==> src/rtl/mon_key_pkg.sv <==
package mon_key_pkg;
  typedef logic [7:0] byte_t;
  localparam byte_t BLANK_BYTE = 8'hFF;
endpackage

==> src/rtl/mon_key_wait.sv <==
module mon_key_wait #(
  parameter int WAIT_CYC = 4128
) (
  input  logic clk,
  input  logic rst_por_n,
  input  logic restart,
  output logic armed_o
);
  localparam int CW = $clog2(WAIT_CYC + 1);
  localparam logic [CW-1:0] LIMIT = CW'(WAIT_CYC);

  logic [CW-1:0] cnt_q;

  always_ff @(posedge clk or negedge rst_por_n) begin
    if (!rst_por_n)        cnt_q <= '0;
    else if (restart)      cnt_q <= '0;
    else if (cnt_q != LIMIT) cnt_q <= cnt_q + 1'b1;
  end

  assign armed_o = (cnt_q == LIMIT);

  // once armed, only a restart can disarm
  AST_ARMED_HOLDS: assert property (@(posedge clk) disable iff (!rst_por_n)
    (armed_o && !restart) |=> armed_o);
endmodule

==> src/rtl/mon_key_cmp.sv <==
module mon_key_cmp
  import mon_key_pkg::*;
#(
  parameter int KEY_LEN = 8
) (
  input  logic                 clk,
  input  logic                 rst_por_n,
  input  logic                 rst_soft,
  input  logic                 take_i,
  input  byte_t                byte_i,
  input  logic [KEY_LEN*8-1:0] key_flat_i,
  input  logic                 erase_i,
  output logic                 done_o,
  output logic                 unlocked_o,
  output logic                 brk_o
);
  localparam int IW = (KEY_LEN > 1) ? $clog2(KEY_LEN) : 1;
  localparam logic [IW-1:0] LAST = IW'(KEY_LEN - 1);

  byte_t         key_arr [KEY_LEN];
  logic [IW-1:0] idx_q;
  logic          fail_q, erased_q, mism;

  for (genvar g = 0; g < KEY_LEN; g++) begin : g_key
    assign key_arr[g] = erased_q ? BLANK_BYTE : key_flat_i[g*8 +: 8];
  end

  assign mism = (byte_i != key_arr[idx_q]);

  always_ff @(posedge clk or negedge rst_por_n) begin
    if (!rst_por_n) erased_q <= 1'b0;
    else if (erase_i) erased_q <= 1'b1;
  end

  always_ff @(posedge clk or negedge rst_por_n) begin
    if (!rst_por_n) begin
      idx_q      <= '0;
      fail_q     <= 1'b0;
      done_o     <= 1'b0;
      unlocked_o <= 1'b0;
      brk_o      <= 1'b0;
    end else begin
      brk_o <= 1'b0;
      if (rst_soft && !done_o) begin
        idx_q  <= '0;
        fail_q <= 1'b0;
      end else if (take_i && !done_o) begin
        if (idx_q == LAST) begin
          done_o     <= 1'b1;
          unlocked_o <= !(fail_q || mism);
          brk_o      <= 1'b1;
          idx_q      <= '0;
        end else begin
          idx_q <= idx_q + 1'b1;
        end
        fail_q <= fail_q || mism;
      end
    end
  end

  AST_BRK_ONE_CYCLE: assert property (@(posedge clk) disable iff (!rst_por_n)
    brk_o |=> !brk_o);
  AST_VERDICT_KEPT: assert property (@(posedge clk) disable iff (!rst_por_n)
    done_o |=> (done_o && $stable(unlocked_o)));
  AST_BRK_WITH_VERDICT: assert property (@(posedge clk) disable iff (!rst_por_n)
    $rose(done_o) |-> brk_o);
endmodule

==> src/rtl/mon_key_guard.sv <==
module mon_key_guard
  import mon_key_pkg::*;
#(
  parameter byte_t BAD_VAL = 8'hAD
) (
  input  logic  clk,
  input  logic  rst_por_n,
  input  logic  rst_soft,
  input  logic  unlocked_i,
  input  logic  rd_prot_i,
  input  byte_t mem_rdata_i,
  output byte_t rd_data_o,
  input  logic  fetch_valid_i,
  input  logic  fetch_prot_i,
  output logic  ill_o
);
  assign rd_data_o = (rd_prot_i && !unlocked_i) ? BAD_VAL : mem_rdata_i;

  always_ff @(posedge clk or negedge rst_por_n) begin
    if (!rst_por_n)    ill_o <= 1'b0;
    else if (rst_soft) ill_o <= 1'b0;
    else               ill_o <= fetch_valid_i && fetch_prot_i && !unlocked_i;
  end

  AST_ILL_NEEDS_FETCH: assert property (@(posedge clk) disable iff (!rst_por_n)
    ill_o |-> $past(fetch_valid_i && fetch_prot_i && !rst_soft));
  AST_ILL_NOT_UNLOCKED: assert property (@(posedge clk) disable iff (!rst_por_n)
    (ill_o && $stable(unlocked_i)) |-> !unlocked_i);
endmodule

==> src/rtl/mon_key_gate.sv <==
module mon_key_gate
  import mon_key_pkg::*;
#(
  parameter int    KEY_LEN  = 8,
  parameter int    WAIT_CYC = 4128,
  parameter byte_t BAD_VAL  = 8'hAD,
  parameter int    STAT_BIT = 6
) (
  input  logic                 clk,
  input  logic                 rst_por_n,
  input  logic                 rst_soft,
  input  logic                 rx_valid,
  output logic                 rx_ready,
  input  logic [7:0]           rx_data,
  output logic                 cmd_valid,
  input  logic                 cmd_ready,
  output logic [7:0]           cmd_data,
  input  logic [KEY_LEN*8-1:0] key_store,
  input  logic                 erase_done,
  input  logic                 rd_prot,
  input  logic [7:0]           mem_rdata,
  output logic [7:0]           rd_data,
  input  logic                 fetch_valid,
  input  logic                 fetch_prot,
  output logic                 ill_rst_req,
  output logic                 brk_req,
  output logic [7:0]           status
);
  logic armed, done, unlocked, take;

  mon_key_wait #(.WAIT_CYC(WAIT_CYC)) u_wait (
    .clk(clk), .rst_por_n(rst_por_n),
    .restart(rst_soft && !done), .armed_o(armed)
  );

  assign take = rx_valid && armed && !done;

  mon_key_cmp #(.KEY_LEN(KEY_LEN)) u_cmp (
    .clk(clk), .rst_por_n(rst_por_n), .rst_soft(rst_soft),
    .take_i(take), .byte_i(rx_data), .key_flat_i(key_store),
    .erase_i(erase_done), .done_o(done), .unlocked_o(unlocked), .brk_o(brk_req)
  );

  mon_key_guard #(.BAD_VAL(BAD_VAL)) u_guard (
    .clk(clk), .rst_por_n(rst_por_n), .rst_soft(rst_soft),
    .unlocked_i(unlocked), .rd_prot_i(rd_prot), .mem_rdata_i(mem_rdata),
    .rd_data_o(rd_data), .fetch_valid_i(fetch_valid), .fetch_prot_i(fetch_prot),
    .ill_o(ill_rst_req)
  );

  assign rx_ready  = done ? cmd_ready : 1'b1;
  assign cmd_valid = done && rx_valid;
  assign cmd_data  = rx_data;

  always_comb begin
    status = '0;
    status[STAT_BIT] = unlocked;
  end

  AST_STATUS_NEEDS_VERDICT: assert property (@(posedge clk) disable iff (!rst_por_n)
    status[STAT_BIT] |-> done);
  AST_CMD_AFTER_VERDICT: assert property (@(posedge clk) disable iff (!rst_por_n)
    cmd_valid |-> (done && $past(armed)));
endmodule

==> config.mk <==
export PLATFORM = sky130hd
export DESIGN_NAME = mon_key_gate
export DESIGN_NICKNAME = d
export VERILOG_FILES = /design/src/rtl/mon_key_pkg.sv /design/src/rtl/mon_key_wait.sv /design/src/rtl/mon_key_cmp.sv /design/src/rtl/mon_key_guard.sv /design/src/rtl/mon_key_gate.sv
export SDC_FILE = /design/constraint.sdc
export NUM_CORES = 1
export LEC_CHECK = 0
export BUFFER_PORTS_ARGS = -buffer_cell sky130_fd_sc_hd__buf_2
export CAP_MARGIN = 40
export CELL_PAD_IN_SITES_DETAIL_PLACEMENT = 2
export CELL_PAD_IN_SITES_GLOBAL_PLACEMENT = 2
export CORE_ASPECT_RATIO = 1.75
export CORE_UTILIZATION = 27
export DETAILED_ROUTE_END_ITERATION = 16
export PLACE_DENSITY = 0.89
export SYNTH_ARGS = -nofsm -noshare
export SYNTH_HDL_FRONTEND = slang
export SYNTH_HIERARCHICAL = 1
export SYNTH_SLANG_ARGS = --single-unit
==> constraint.sdc <==
create_clock -name clk -period 6 [get_ports clk]
set_input_delay 0.6 -clock clk [delete_from_list [all_inputs] [get_ports clk]]
set_output_delay 0.6 -clock clk [all_outputs]
set_load 0.02 [all_outputs]
==> metrics.txt, run 1 <==
# TYPE chip_impl_metric gauge
chip_impl_info{name="run_status",value="finished, final reports clean"} 1
chip_impl_metric{name="fillerInstances",unit=""} 826
chip_impl_metric{name="r2r.worst_path.cells",unit=""} 6
chip_impl_metric{name="max_clock_freq",unit="MHz"} 324
chip_impl_metric{name="placeableCoreArea",unit="um^2"} 7180
chip_impl_metric{name="cts_made_buffers",unit=""} 3
chip_impl_metric{name="fin_setup_tns",unit="ns"} 0
chip_impl_metric{name="timing.final.hold_violations",unit=""} 0
chip_impl_metric{name="cts-htree-levels",unit=""} 1
chip_impl_metric{name="syn-mean-instance-area",unit="um^2"} 10.5
chip_impl_info{name="synth_flop_cell",value="sky130_fd_sc_hd__dfrtp_1"} 1
chip_impl_metric{name="arrival",unit="ns"} 3.23
chip_impl_info{name="critical_path_class",value="register to register"} 1
chip_impl_metric{name="pin_count",unit=""} 117
chip_impl_metric{name="max-vdd-ir-drop",unit="uV"} 65.7
chip_impl_metric{name="cts_resized",unit=""} 0
chip_impl_metric{name="worst-endpoint-required",unit="ns"} 6.15
chip_impl_info{name="grt_setup_unrepaired",value="false"} 1
chip_impl_metric{name="multiplexer_area_fraction_after_synthesis",unit="%"} 22.4
chip_impl_metric{name="final_net_count",unit=""} 382
chip_impl_info{name="synth_top_family_by_area",value="multiplexers"} 1
chip_impl_metric{name="max_slew_margin",unit="%"} 37.9
chip_impl_metric{name="worst_clock_skew",unit="ns"} 0.00394
chip_impl_metric{name="post_synth_and_or_nand_nor_area_fraction",unit="%"} 21.5
chip_impl_metric{name="grt_max_degree",unit=""} 23
chip_impl_metric{name="cap_violations",unit=""} 0
chip_impl_info{name="setup.worst_path.start_class",value="register"} 1
chip_impl_metric{name="vias_per_cell",unit=""} 5.24
chip_impl_metric{name="asyncSetResetFlopFracSynth",unit="%"} 100
chip_impl_metric{name="detail_route.iter0.violations",unit=""} 27
chip_impl_metric{name="wire_length_of_the_first_global_routing_pass",unit="mm"} 10.6
chip_impl_metric{name="seq_area_frac_synth",unit="%"} 27.4
chip_impl_metric{name="area_of_the_multi_input_gates",unit="um^2"} 1270
chip_impl_metric{name="wl_per_cell",unit="um"} 18.7
chip_impl_metric{name="post-cts-setup-buffer-count",unit=""} 0
chip_impl_metric{name="synthesis.yosys.warnings",unit=""} 6
chip_impl_info{name="root_buffer",value="sky130_fd_sc_hd__clkbuf_16"} 1
chip_impl_metric{name="post-route-util",unit="%"} 36.3
chip_impl_metric{name="drtAntennaViolNets",unit=""} 0
chip_impl_metric{name="timing_max_transition_violations_final",unit=""} 0
chip_impl_metric{name="diode_count",unit=""} 0
chip_impl_info{name="tritoncts",value="built"} 1
chip_impl_metric{name="die_width",unit="um"} 67.2
chip_impl_metric{name="synth_seq_cells",unit=""} 22
chip_impl_metric{name="register_area",unit="um^2"} 551
chip_impl_info{name="path_cells",value="mux4_1, o22ai_1, xor2_1, nand4_1, or4_1, a21bo_1"} 1
chip_impl_metric{name="post_route_cells_drive_above_1_share",unit="%"} 45.8
chip_impl_metric{name="synth_enable_flop_cells",unit=""} 0
chip_impl_info{name="setup.worst_path.end_class",value="register"} 1
chip_impl_metric{name="post-layout-total-power",unit="uW"} 387
chip_impl_metric{name="area_growth_syn_to_layout",unit="%"} 29.6
chip_impl_metric{name="numClockSinks",unit=""} 22
chip_impl_metric{name="clk_lat_worst_skew",unit="ns"} 0.26
chip_impl_info{name="slowest_cell_on_the_critical_path",value="sky130_fd_sc_hd__dfrtp_1"} 1
chip_impl_metric{name="antenna_violations_before_repair",unit=""} 0
chip_impl_metric{name="clk_transition_reported_paths",unit="ns"} 0.06
chip_impl_metric{name="remaining_drc_errors",unit=""} 0
chip_impl_metric{name="row_count",unit=""} 41
chip_impl_metric{name="detailedPlacementHpwl",unit="mm"} 5.84
chip_impl_metric{name="cts_hold_buf",unit=""} 0
chip_impl_metric{name="setup.reg_to_reg.worst_slack",unit="ns"} 2.92
chip_impl_metric{name="period_share",unit="%"} 51.4
chip_impl_metric{name="cts.path.max_buffers",unit=""} 2
chip_impl_metric{name="drt-total-wl",unit="mm"} 7.00
chip_impl_metric{name="floorplan.die.height",unit="um"} 116
chip_impl_metric{name="globalRoute.totalOverflow",unit=""} 0
chip_impl_metric{name="buffer_ports.inserted",unit=""} 109
chip_impl_metric{name="synth.distinct_cells",unit=""} 49
chip_impl_metric{name="synthXorXnorAreaFrac",unit="%"} 3.92
chip_impl_metric{name="groute.usage.overall",unit="%"} 18.3
chip_impl_metric{name="initial_utilization",unit="%"} 28.0
chip_impl_metric{name="post_synth_fa_ha_maj_area_fraction",unit="%"} 2.49
chip_impl_metric{name="synth-compound-area-share",unit="%"} 11.4
chip_impl_metric{name="die-area",unit="um^2"} 7810
chip_impl_metric{name="initial_drt_pass_iterations",unit=""} 4
chip_impl_metric{name="worstMarginPinSlew",unit="ns"} 0.931
chip_impl_metric{name="power.density_cell_area",unit="nW/um^2"} 149
chip_impl_metric{name="via_count",unit=""} 1961
chip_impl_metric{name="crit_path_max_incr_delay",unit="ns"} 0.95
chip_impl_metric{name="layout_min_cycle_time",unit="ns"} 3.08
chip_impl_info{name="worst_hold_path_type",value="input pin to async pin"} 1
chip_impl_metric{name="syn-cell-area",unit="um^2"} 2010
chip_impl_metric{name="total_leakage_power",unit="uW"} 0.00123
chip_impl_metric{name="first_global_vias",unit=""} 2200
chip_impl_metric{name="final.hold.worst_slack",unit="ns"} 0.316
chip_impl_metric{name="crit_fanout",unit=""} 19
chip_impl_metric{name="setup_viol_count_final",unit=""} 0
chip_impl_metric{name="post_synth_inst_count",unit=""} 191
chip_impl_metric{name="routabilityCongestion",unit=""} 0.751
## final timing paths
path / to / startpoint
worst max register to register: u_cmp/fail_q$_DFFE_PN0P_ / u_cmp/idx_q[0]$_DFFE_PN0P_
worst min register to register: u_cmp/erased_q$_DFFE_PN0P_ / u_cmp/erased_q$_DFFE_PN0P_
worst max-delay path: u_cmp/fail_q$_DFFE_PN0P_ / u_cmp/idx_q[0]$_DFFE_PN0P_
min in group clk: u_cmp/erased_q$_DFFE_PN0P_ / u_cmp/erased_q$_DFFE_PN0P_
max in group asynchronous: u_cmp/fail_q$_DFFE_PN0P_ / rst_por_n
worst min-delay path: u_wait/cnt_q[5]$_DFFE_PN0P_ / rst_por_n
## cell usage in the layout (no fill, tap or decap), types with 2 or more instances in the layout
master                        n
sky130_fd_sc_hd__buf_2      109
sky130_fd_sc_hd__dfrtp_1     22
sky130_fd_sc_hd__mux4_1      11
sky130_fd_sc_hd__a21oi_1     11
sky130_fd_sc_hd__inv_1       10
sky130_fd_sc_hd__nand2b_1     9
sky130_fd_sc_hd__xor2_1       8
sky130_fd_sc_hd__nand2_1      8
sky130_fd_sc_hd__o21ai_0      8
sky130_fd_sc_hd__conb_1       7
sky130_fd_sc_hd__nor2_1       7
sky130_fd_sc_hd__mux2i_1      6
sky130_fd_sc_hd__mux4_2       4
sky130_fd_sc_hd__o22ai_1      4
sky130_fd_sc_hd__or4_1        4
sky130_fd_sc_hd__nor3_1       4
sky130_fd_sc_hd__ha_1         4
sky130_fd_sc_hd__nand3_1      4
sky130_fd_sc_hd__o31ai_1      4
sky130_fd_sc_hd__clkbuf_16    3
sky130_fd_sc_hd__or2_2        3
sky130_fd_sc_hd__and2_1       3
sky130_fd_sc_hd__nor4_1       3
sky130_fd_sc_hd__or3_1        3
sky130_fd_sc_hd__nor2b_1      2
sky130_fd_sc_hd__o22ai_2      2
sky130_fd_sc_hd__nand4_1      2
sky130_fd_sc_hd__a31oi_1      2
sky130_fd_sc_hd__nand4_4      2
## stage by stage
step	setup slack (ns)	area, um^2	std cells
floorplan	3.69	2030	197
global placement	3.11	2510	369
detailed placement	2.93	2520	370
CTS	2.92	2610	374
global route	2.78	2610	374
finish	2.92	2610	374
## power breakdown
group          total (uW)  switching [uW]  internal [uW]
logic                75.4            37.0           38.4
registers             154            3.82            150
clock network         158            56.0            102
## Yosys cell counts, types with 2 or more instances
| library cell | number | share of area, % |
|---|---|---|
| sky130_fd_sc_hd__a31oi_1 | 2 | 0.62 |
| sky130_fd_sc_hd__nor2_1 | 7 | 1.3 |
| sky130_fd_sc_hd__inv_1 | 10 | 1.9 |
| sky130_fd_sc_hd__nand3_1 | 4 | 1.0 |
| sky130_fd_sc_hd__mux2i_1 | 6 | 3.0 |
| sky130_fd_sc_hd__buf_4 | 17 | 6.3 |
| sky130_fd_sc_hd__o21ai_0 | 8 | 2.0 |
| sky130_fd_sc_hd__dfrtp_1 | 22 | 27 |
| sky130_fd_sc_hd__nor2b_1 | 2 | 0.62 |
| sky130_fd_sc_hd__or3_1 | 3 | 0.93 |
| sky130_fd_sc_hd__and2_1 | 3 | 0.93 |
| sky130_fd_sc_hd__or4_1 | 4 | 1.5 |
| sky130_fd_sc_hd__nand4_4 | 2 | 2.1 |
| sky130_fd_sc_hd__nor4_1 | 3 | 0.93 |
| sky130_fd_sc_hd__mux4_2 | 4 | 4.5 |
| sky130_fd_sc_hd__nand2_1 | 8 | 1.5 |
| sky130_fd_sc_hd__a21oi_1 | 11 | 2.7 |
| sky130_fd_sc_hd__or2_2 | 3 | 0.93 |
| sky130_fd_sc_hd__xor2_1 | 8 | 3.5 |
| sky130_fd_sc_hd__o22ai_1 | 4 | 1.2 |
| sky130_fd_sc_hd__nor3_1 | 4 | 1.0 |
| sky130_fd_sc_hd__o22ai_2 | 2 | 1.2 |
| sky130_fd_sc_hd__o31ai_1 | 4 | 1.5 |
| sky130_fd_sc_hd__mux4_1 | 11 | 14 |
| sky130_fd_sc_hd__nand2b_1 | 9 | 2.8 |
| sky130_fd_sc_hd__nand4_1 | 2 | 0.62 |
| sky130_fd_sc_hd__buf_2 | 2 | 0.50 |
| sky130_fd_sc_hd__ha_1 | 4 | 2.5 |
| sky130_fd_sc_hd__clkbuf_1 | 2 | 0.37 |
## final cells by class
type                    count  area share [%]
multi-input cells         142            48.7
inverters                  10            1.44
clock buffers               4            3.41
flip-flops and latches     22            21.1
repair buffers            110            21.2
well taps                  86            4.13
## sequential cells by signal, indices dropped and copies added (netlist names)
register	cells
u_wait/cnt_q	13
u_cmp/idx_q	3
u_cmp/brk_o	1
u_cmp/done_o	1
u_cmp/erased_q	1
u_cmp/fail_q	1
u_cmp/unlocked_o	1
u_guard/ill_o	1
## metal layers
| metal | wire length [um] | GRT usage (%) | up-vias |
|---|---|---|---|
| li1 | - | - | 892 |
| met1 | 2400 | 17.5 | 958 |
| met2 | 3850 | 36.3 | 93 |
| met3 | 543 | 3.03 | 18 |
| met4 | 210 | 7.52 | 0 |
| met5 | 0 | 0 | - |
## cell families (layout without fill, tap and decap cells)
kind of cell               after synthesis  after routing
and+or+nand+nor                         65             65
AOI/OAI and AO/OA                       35             35
buffers and inverters                   33            124
muxes                                   22             22
DFF                                     22             22
xor gates and xnor gates                 9              9
adders and majority gates                4              4
other                                    1              7
## critical path, delay by kind of cell, from the launching register on
kind	cells	cell delay, ns
flip-flops	1	0.95
XOR/XNOR	1	0.24
AO/OA/AOI/OAI	2	0.41
AND/OR/NAND/NOR	2	0.68
multiplexers	1	0.69
Note: power is estimated with default switching activity, not from simulation.
==> inputs of run 2 (changes only) <==
--- a/config.mk
+++ b/config.mk
@@ -10,9 +10,9 @@
 export CELL_PAD_IN_SITES_DETAIL_PLACEMENT = 2
 export CELL_PAD_IN_SITES_GLOBAL_PLACEMENT = 2
 export CORE_ASPECT_RATIO = 1.75
-export CORE_UTILIZATION = 27
+export CORE_UTILIZATION = 23
 export DETAILED_ROUTE_END_ITERATION = 16
-export PLACE_DENSITY = 0.89
+export PLACE_DENSITY = 0.81
 export SYNTH_ARGS = -nofsm -noshare
 export SYNTH_HDL_FRONTEND = slang
 export SYNTH_HIERARCHICAL = 1
==> constraint.sdc (replaced) <==
create_clock -name clk -period 2.6 [get_ports clk]
set_input_delay 0.26 -clock clk [delete_from_list [all_inputs] [get_ports clk]]
set_output_delay 0.26 -clock clk [all_outputs]
set_load 0.02 [all_outputs]
==> metrics.txt, run 2 (same netlist as run 1, synthesis figures left out) <==
# TYPE chip_impl_metric gauge
chip_impl_info{name="run_status",value="finished, final reports clean"} 1
chip_impl_metric{name="placeableCoreArea",unit="um^2"} 8370
chip_impl_metric{name="worst-endpoint-required",unit="ns"} 2.74
chip_impl_info{name="largest-register",value="u_wait/cnt_q"} 1
chip_impl_info{name="tritoncts",value="built"} 1
chip_impl_metric{name="remaining_drc_errors",unit=""} 0
chip_impl_metric{name="row_count",unit=""} 44
chip_impl_metric{name="timing.final.hold_violations",unit=""} 0
chip_impl_metric{name="dpl.cell_count",unit=""} 408
chip_impl_info{name="topRoutingLayerUsed",value="met4"} 1
chip_impl_metric{name="area_growth_syn_to_layout",unit="%"} 37.3
chip_impl_metric{name="globalRoute.totalOverflow",unit=""} 0
chip_impl_metric{name="post_route_cells_drive_above_1_share",unit="%"} 49.0
chip_impl_metric{name="wl_per_cell",unit="um"} 17.3
chip_impl_metric{name="numClockSinks",unit=""} 22
chip_impl_info{name="most_common_cell_after_layout_fill_and_taps_aside",value="sky130_fd_sc_hd__buf_2"} 1
chip_impl_metric{name="arrival",unit="ns"} 2.65
chip_impl_metric{name="largest_register_ffs",unit=""} 13
chip_impl_metric{name="grt_max_degree",unit=""} 23
chip_impl_metric{name="crit_fanout",unit=""} 10
chip_impl_info{name="reg_top3",value="u_wait/cnt_q (13), u_cmp/idx_q (3)"} 1
chip_impl_metric{name="power.density_cell_area",unit="nW/um^2"} 325
chip_impl_metric{name="cts.path.max_buffers",unit=""} 2
chip_impl_metric{name="fin_ws",unit="ns"} 0.0945
chip_impl_metric{name="routabilityCongestion",unit=""} 0.762
chip_impl_metric{name="first_global_vias",unit=""} 2201
chip_impl_metric{name="via_count",unit=""} 1967
chip_impl_metric{name="post_place_cell_area",unit="um^2"} 2630
chip_impl_info{name="setup.worst_path.start_class",value="register"} 1
chip_impl_info{name="setup.worst_path.end_class",value="register"} 1
chip_impl_metric{name="worstMarginPinSlew",unit="ns"} 0.528
chip_impl_metric{name="drt-met1-wl",unit="mm"} 2.39
chip_impl_metric{name="groute.usage.overall",unit="%"} 15.5
chip_impl_metric{name="max_slew_margin",unit="%"} 64.3
chip_impl_metric{name="layout_min_cycle_time",unit="ns"} 2.51
chip_impl_metric{name="cts-htree-levels",unit=""} 1
chip_impl_metric{name="initial_utilization",unit="%"} 24.0
chip_impl_metric{name="max_clock_freq",unit="MHz"} 399
chip_impl_metric{name="met2WireLength",unit="mm"} 4.25
chip_impl_metric{name="preCtsSetupSlack",unit="ns"} 0.0291
chip_impl_metric{name="diode_count",unit=""} 0
chip_impl_info{name="worst_hold_path_type",value="input pin to register"} 1
chip_impl_info{name="critical_path_class",value="register to register"} 1
chip_impl_metric{name="clk_transition_reported_paths",unit="ns"} 0.06
chip_impl_metric{name="max-vdd-ir-drop",unit="uV"} 202
chip_impl_metric{name="buffer_ports.inserted",unit=""} 109
chip_impl_metric{name="initial_drt_pass_iterations",unit=""} 4
chip_impl_metric{name="die-area",unit="um^2"} 9130
chip_impl_metric{name="wire_length_of_the_first_global_routing_pass",unit="mm"} 10.8
chip_impl_metric{name="die_width",unit="um"} 72.7
chip_impl_metric{name="layoutNonFillerInstCount",unit=""} 413
chip_impl_metric{name="detailedPlacementHpwl",unit="mm"} 5.88
chip_impl_metric{name="post-cts-setup-buffer-count",unit=""} 0
chip_impl_metric{name="period_share",unit="%"} 96.4
chip_impl_metric{name="drtAntennaViolNets",unit=""} 0
chip_impl_metric{name="drt-total-wl",unit="mm"} 7.15
chip_impl_metric{name="final.hold.worst_slack",unit="ns"} 0.195
chip_impl_metric{name="worst_clock_skew",unit="ns"} 0.00193
chip_impl_metric{name="floorplan.die.height",unit="um"} 126
chip_impl_info{name="root_buffer",value="sky130_fd_sc_hd__clkbuf_16"} 1
chip_impl_metric{name="setup_viol_count_final",unit=""} 0
chip_impl_metric{name="pin_count",unit=""} 117
chip_impl_metric{name="detail_route.iter0.violations",unit=""} 50
chip_impl_metric{name="total_leakage_power",unit="uW"} 0.00129
chip_impl_metric{name="cap_violations",unit=""} 0
chip_impl_metric{name="met3WireLength",unit="um"} 446
chip_impl_metric{name="post-route-util",unit="%"} 33.0
chip_impl_metric{name="cts_made_buffers",unit=""} 3
chip_impl_metric{name="antenna_violations_before_repair",unit=""} 0
chip_impl_metric{name="vias_per_cell",unit=""} 4.76
chip_impl_metric{name="postLayoutCellArea",unit="um^2"} 2760
chip_impl_metric{name="fillerInstances",unit=""} 961
chip_impl_info{name="grt_setup_unrepaired",value="true"} 1
chip_impl_metric{name="clk_lat_worst_skew",unit="ns"} 0.26
chip_impl_metric{name="timing_max_transition_violations_final",unit=""} 0
chip_impl_info{name="mostFrequentLayoutCells",value="sky130_fd_sc_hd__buf_2 (109), sky130_fd_sc_hd__dfrtp_1 (22), sky130_fd_sc_hd__mux4_1 (11), sky130_fd_sc_hd__a21oi_1 (11), sky130_fd_sc_hd__inv_1 (10)"} 1
chip_impl_metric{name="final_net_count",unit=""} 392
-- run 2: changes by cell type in the layout (fill, tap and decap cells not counted) --
cell,delta
sky130_fd_sc_hd__buf_12,+1
sky130_fd_sc_hd__buf_4,+8
sky130_fd_sc_hd__dlygate4sd3_1,+1
sky130_fd_sc_hd__nor3_1,-1
sky130_fd_sc_hd__nor3_2,+1
sky130_fd_sc_hd__o22ai_1,-3
sky130_fd_sc_hd__o22ai_2,+3
sky130_fd_sc_hd__or4_1,-1
sky130_fd_sc_hd__or4_4,+1
-- run 2: worst max-delay path, cell delays in order (launching register included) --
cell and delay, ns:
sky130_fd_sc_hd__dfrtp_1 0.39, sky130_fd_sc_hd__buf_12 0.15, sky130_fd_sc_hd__mux4_1 0.57, sky130_fd_sc_hd__o22ai_2 0.19, sky130_fd_sc_hd__xor2_1 0.18, sky130_fd_sc_hd__nand4_1 0.14, sky130_fd_sc_hd__or4_4 0.57, sky130_fd_sc_hd__a21bo_1 0.19
-- run 2: area by class of cell --
cell class / instances / area, um^2 / area share (%)
sequential: 22 / 551 / 19.9
inverter: 10 / 37.5 / 1.36
multi-input combinational: 142 / 1300 / 47.0
timing repair buffer: 120 / 643 / 23.3
clock buffer: 4 / 88.8 / 3.22
tap: 115 / 144 / 5.21
-- run 2: timing repair --
action / in CTS / in global routing
endpoints found under the setup margin: 0 / 2
hold buffers: 1 / 0
hold endpoints to repair: 7 / 0
gates resized for setup: 0 / 5
-- run 2: through the flow --
step	setup TNS (ns)	power [uW]
after floorplan	0	450
after global placement	0	534
after detailed placement	0	540
after CTS	0	908
after global routing	-0.00671	932
final	0	898
-- run 2: power by group --
group | switching, uW | internal [uW] | leakage (uW) | total [uW]
Sequential | 2.44 | 346 | 0.000294 | 349
Combinational | 93.2 | 94.5 | 0.000955 | 188
Clock | 126 | 235 | 0.0000442 | 361
Total | 222 | 676 | 0.00129 | 898
-- run 2: metal layers --
metal	vias to the layer above	GRT usage, %
met1	964	14.0
met5	-	0
met2	82	32.3
met4	0	5.07
met3	4	2.56
li1	917	-
-- run 2: worst paths after layout --
kind                                                   start                          to  slack [ns]  depth (start not counted)
worst max register to register    u_cmp/idx_q[0]$_DFFE_PN0P_    u_cmp/fail_q$_DFFE_PN0P_        0.09                          7
worst min register to register  u_cmp/unlocked_o$_DFFE_PN0P_     u_guard/ill_o$_DFF_PN0_        0.52                          1
worst max-delay path              u_cmp/idx_q[0]$_DFFE_PN0P_    u_cmp/fail_q$_DFFE_PN0P_        0.09                          7
min in group asynchronous                          rst_por_n     u_guard/ill_o$_DFF_PN0_        0.55                          2
max in group asynchronous                          rst_por_n  u_cmp/idx_q[1]$_DFFE_PN0P_        1.69                          2
worst min-delay path                              erase_done  u_cmp/erased_q$_DFFE_PN0P_        0.20                          2
==> inputs of run 3 (changes only) <==
--- a/config.mk
+++ b/config.mk
@@ -5,14 +5,15 @@
 export SDC_FILE = /design/constraint.sdc
 export NUM_CORES = 1
 export LEC_CHECK = 0
+export ABC_AREA = 1
 export BUFFER_PORTS_ARGS = -buffer_cell sky130_fd_sc_hd__buf_2
 export CAP_MARGIN = 40
 export CELL_PAD_IN_SITES_DETAIL_PLACEMENT = 2
 export CELL_PAD_IN_SITES_GLOBAL_PLACEMENT = 2
 export CORE_ASPECT_RATIO = 1.75
-export CORE_UTILIZATION = 23
+export CORE_UTILIZATION = 19
 export DETAILED_ROUTE_END_ITERATION = 16
-export PLACE_DENSITY = 0.81
+export PLACE_DENSITY = 0.78
 export SYNTH_ARGS = -nofsm -noshare
 export SYNTH_HDL_FRONTEND = slang
 export SYNTH_HIERARCHICAL = 1
==> metrics.txt, run 3 <==
# TYPE chip_impl_metric gauge
chip_impl_info{name="run_status",value="finished, violations left"} 1
chip_impl_info{name="failed_checks",value="hold timing"} 1
chip_impl_metric{name="detail_route.iter0.violations",unit=""} 52
chip_impl_metric{name="placeableCoreArea",unit="um^2"} 11200
chip_impl_metric{name="vias_per_cell",unit=""} 4.66
chip_impl_metric{name="drt-total-wl",unit="mm"} 8.91
chip_impl_metric{name="post-cts-setup-buffer-count",unit=""} 0
chip_impl_metric{name="seq_area_frac_synth",unit="%"} 25.2
chip_impl_metric{name="fin_setup_tns",unit="ns"} 0
chip_impl_metric{name="groute.usage.overall",unit="%"} 14.9
chip_impl_metric{name="setup.reg_to_reg.worst_slack",unit="ns"} 0.38
chip_impl_metric{name="remaining_drc_errors",unit=""} 0
chip_impl_info{name="reg_top3",value="u_wait/cnt_q (13), u_cmp/idx_q (3)"} 1
chip_impl_metric{name="fillerInstances",unit=""} 1417
chip_impl_metric{name="final.hold.worst_slack",unit="ns"} -0.0197
chip_impl_metric{name="grt_max_degree",unit=""} 35
chip_impl_metric{name="asyncSetResetFlopFracSynth",unit="%"} 100
chip_impl_metric{name="largest_register_ffs",unit=""} 13
chip_impl_metric{name="synthesis.yosys.warnings",unit=""} 6
chip_impl_metric{name="switching_power",unit="uW"} 459
chip_impl_metric{name="die_width",unit="um"} 83.1
chip_impl_info{name="critical_path_class",value="register to register"} 1
chip_impl_info{name="most_common_cell_after_layout_fill_and_taps_aside",value="sky130_fd_sc_hd__nand2_1"} 1
chip_impl_metric{name="synth_enable_flop_cells",unit=""} 0
chip_impl_metric{name="via_count",unit=""} 2735
chip_impl_info{name="root_buffer",value="sky130_fd_sc_hd__clkbuf_16"} 1
chip_impl_metric{name="initial_drt_pass_iterations",unit=""} 4
chip_impl_metric{name="power.density_cell_area",unit="nW/um^2"} 440
chip_impl_metric{name="buffer_ports.inserted",unit=""} 109
chip_impl_info{name="post_synth_main_area_contributors",value="sky130_fd_sc_hd__dfrtp_1 (25%), sky130_fd_sc_hd__nand2_1 (20%), sky130_fd_sc_hd__nand3_1 (16%), sky130_fd_sc_hd__inv_1 (6.9%), sky130_fd_sc_hd__buf_4 (6.5%)"} 1
chip_impl_metric{name="cts-htree-levels",unit=""} 1
chip_impl_metric{name="final_net_count",unit=""} 550
chip_impl_metric{name="timing_max_transition_violations_final",unit=""} 0
chip_impl_info{name="setup.worst_path.start_class",value="register"} 1
chip_impl_metric{name="globalRoute.totalOverflow",unit=""} 0
chip_impl_metric{name="first_global_vias",unit=""} 3053
chip_impl_metric{name="timing.final.hold_violations",unit=""} 22
chip_impl_info{name="mostFrequentLayoutCells",value="sky130_fd_sc_hd__nand2_1 (118), sky130_fd_sc_hd__buf_2 (109), sky130_fd_sc_hd__nand3_1 (70)"} 1
chip_impl_metric{name="drtAntennaViolNets",unit=""} 0
chip_impl_metric{name="max-vdd-ir-drop",unit="uV"} 271
chip_impl_info{name="setup.worst_path.end_class",value="register"} 1
chip_impl_metric{name="crit_fanout",unit=""} 7
chip_impl_info{name="post_synth_most_frequent_cells",value="sky130_fd_sc_hd__nand2_1 (118), sky130_fd_sc_hd__nand3_1 (70), sky130_fd_sc_hd__inv_1 (40)"} 1
chip_impl_metric{name="synth_top_area_share",unit="%"} 25.2
chip_impl_metric{name="synth.distinct_cells",unit=""} 26
chip_impl_metric{name="detailedPlacementHpwl",unit="mm"} 7.36
chip_impl_metric{name="routabilityCongestion",unit=""} 0.833
chip_impl_metric{name="max_slew_margin",unit="%"} 64.8
chip_impl_info{name="synth_area_leader_cell",value="sky130_fd_sc_hd__dfrtp_1"} 1
chip_impl_metric{name="synth_seq_cells",unit=""} 22
chip_impl_metric{name="clk_transition_reported_paths",unit="ns"} 0.06
chip_impl_metric{name="arrival",unit="ns"} 2.36
chip_impl_metric{name="clock_power_share",unit="%"} 26.2
chip_impl_metric{name="initial_utilization",unit="%"} 19.6
chip_impl_metric{name="worst-endpoint-required",unit="ns"} 2.75
chip_impl_metric{name="numClockSinks",unit=""} 22
chip_impl_metric{name="max_clock_freq",unit="MHz"} 451
chip_impl_metric{name="area_growth_syn_to_layout",unit="%"} 27.3
chip_impl_metric{name="layout_min_cycle_time",unit="ns"} 2.22
chip_impl_metric{name="wl_per_cell",unit="um"} 15.2
chip_impl_metric{name="cts.path.max_buffers",unit=""} 2
chip_impl_metric{name="die-area",unit="um^2"} 12000
chip_impl_metric{name="setup_viol_count_final",unit=""} 0
chip_impl_metric{name="diode_count",unit=""} 0
chip_impl_metric{name="syn-mean-instance-area",unit="um^2"} 6.01
chip_impl_metric{name="p_comb_share",unit="%"} 36.2
chip_impl_metric{name="worst_clock_skew",unit="ns"} 0.00204
chip_impl_metric{name="cts_made_buffers",unit=""} 3
chip_impl_metric{name="worstMarginPinSlew",unit="ns"} 0.528
chip_impl_info{name="yosysMostFrequentCell",value="sky130_fd_sc_hd__nand2_1"} 1
chip_impl_info{name="synth_flop_cell",value="sky130_fd_sc_hd__dfrtp_1"} 1
chip_impl_metric{name="sw_frac_of_total",unit="%"} 37.5
chip_impl_metric{name="syn-cell-area",unit="um^2"} 2190
chip_impl_metric{name="clk_lat_worst_skew",unit="ns"} 0.25
chip_impl_metric{name="seqPwrFrac",unit="%"} 37.6
chip_impl_metric{name="floorplan.die.height",unit="um"} 144
chip_impl_info{name="grt_setup_unrepaired",value="false"} 1
chip_impl_metric{name="post_route_cells_drive_above_1_share",unit="%"} 27.5
chip_impl_metric{name="internal_power",unit="uW"} 766
chip_impl_metric{name="row_count",unit=""} 51
chip_impl_metric{name="antenna_violations_before_repair",unit=""} 0
chip_impl_metric{name="post_synth_inst_count",unit=""} 364
chip_impl_metric{name="cap_violations",unit=""} 0
chip_impl_info{name="tritoncts",value="built"} 1
chip_impl_metric{name="wire_length_of_the_first_global_routing_pass",unit="mm"} 14.3
chip_impl_info{name="largest-register",value="u_wait/cnt_q"} 1
chip_impl_info{name="worst_hold_path_type",value="input pin to async pin"} 1
chip_impl_metric{name="pin_count",unit=""} 117
chip_impl_metric{name="period_share",unit="%"} 85.3
chip_impl_metric{name="total_leakage_power",unit="uW"} 0.00154
==> run 3: changes by cell type after synthesis, moves of 10 or more <==
cell                      before  now
sky130_fd_sc_hd__mux4_1       11    0
sky130_fd_sc_hd__inv_1        10   40
sky130_fd_sc_hd__nand3_1       4   70
sky130_fd_sc_hd__nand2_1       8  118
sky130_fd_sc_hd__nor2_1        7   33
sky130_fd_sc_hd__nand4_1       2   12
==> run 3: worst paths after layout <==
| kind | endpoint | depth (start not counted) | from |
|---|---|---|---|
| min in group clk | u_cmp/erased_q$_DFFE_PN0P_ | 2 | erase_done |
| max reg2reg | u_cmp/unlocked_o$_DFFE_PN0P_ | 13 | u_wait/cnt_q[0]$_DFFE_PN0P_ |
| min | u_wait/cnt_q[5]$_DFFE_PN0P_ | 1 | rst_por_n |
| max in group asynchronous | u_cmp/fail_q$_DFFE_PN0P_ | 1 | rst_por_n |
| max | u_cmp/unlocked_o$_DFFE_PN0P_ | 13 | u_wait/cnt_q[0]$_DFFE_PN0P_ |
| min reg2reg | u_cmp/erased_q$_DFFE_PN0P_ | 1 | u_cmp/erased_q$_DFFE_PN0P_ |
==> run 3: repair_timing <==
action,4_1_cts,5_1_grt
hold buffers,0,0
setup endpoints to repair,0,1
gates resized for setup,0,1
==> run 3: layer usage <==
metal  part of all wire, %  up-vias  track usage, %  wire length (um)
met2                    60       80            33.0              5390
li1                      -     1315               -                 -
met1                    34     1328            13.6              3040
met5                     0        -               0                 0
met3                   3.5       12            1.54               308
met4                   2.0        0            4.36               181
==> run 3: critical path: stages (launching register included) <==
cell                      delay (ns)
sky130_fd_sc_hd__dfrtp_1        0.45
sky130_fd_sc_hd__inv_1          0.14
sky130_fd_sc_hd__ha_1           0.19
sky130_fd_sc_hd__nand4_1        0.11
sky130_fd_sc_hd__nor3_1         0.21
sky130_fd_sc_hd__nand2_1        0.10
sky130_fd_sc_hd__nor2_1         0.16
sky130_fd_sc_hd__inv_1          0.07
sky130_fd_sc_hd__nor3_2         0.23
sky130_fd_sc_hd__inv_1          0.09
sky130_fd_sc_hd__nor2_1         0.17
sky130_fd_sc_hd__inv_1          0.08
sky130_fd_sc_hd__nand2_1        0.06
sky130_fd_sc_hd__nand2_1        0.05
==> run 3: kinds of logic (layout without fill, tap and decap cells) <==
kind of cell	after synthesis	count (layout)	synth area share (%)
and+or+nand+nor	244	244	48.8
buffers and inverters	74	159	18.4
DFF	22	22	25.2
AOI/OAI and AO/OA	15	15	3.66
adders and majority gates	4	4	2.29
xor gates and xnor gates	4	4	1.60
other	1	7	0.171
==> run 3: final cells by class <==
| cell class | instances | area (um^2) | area share [%] |
|---|---|---|---|
| Clock buffer | 3 | 75.1 | 2.69 |
| Tap cell | 132 | 165 | 5.93 |
| Timing Repair Buffer | 111 | 561 | 20.1 |
| Sequential cell | 22 | 551 | 19.8 |
| Inverter | 45 | 171 | 6.15 |
| Multi-Input combinational cell | 274 | 1260 | 45.4 |
==> run 3: power groups by stage <==
stage | Combinational, uW | Clock (uW) | Sequential [uW]
after CTS | 450 | 336 | 461
final | 443 | 321 | 461
after global routing | 500 | 346 | 470
after floorplan | 293 | 0 | 447
after detailed placement | 447 | 0 | 467
after global placement | 424 | 0 | 463
==> run 3: stage by stage <==
stage / utilization (%) / setup slack (ns) / instances / power [uW] / instance area [um^2]
finish: 25.0 / 0.383 / 587 / 1230 / 2790
global route: 25.0 / 0.126 / 587 / 1320 / 2790
CTS: 24.9 / 0.217 / 587 / 1250 / 2780
detailed placement: 24.2 / 0.300 / 584 / 914 / 2710
global placement: 24.2 / 0.551 / 584 / 887 / 2710
floorplan: - / 0.726 / 370 / 740 / 2210
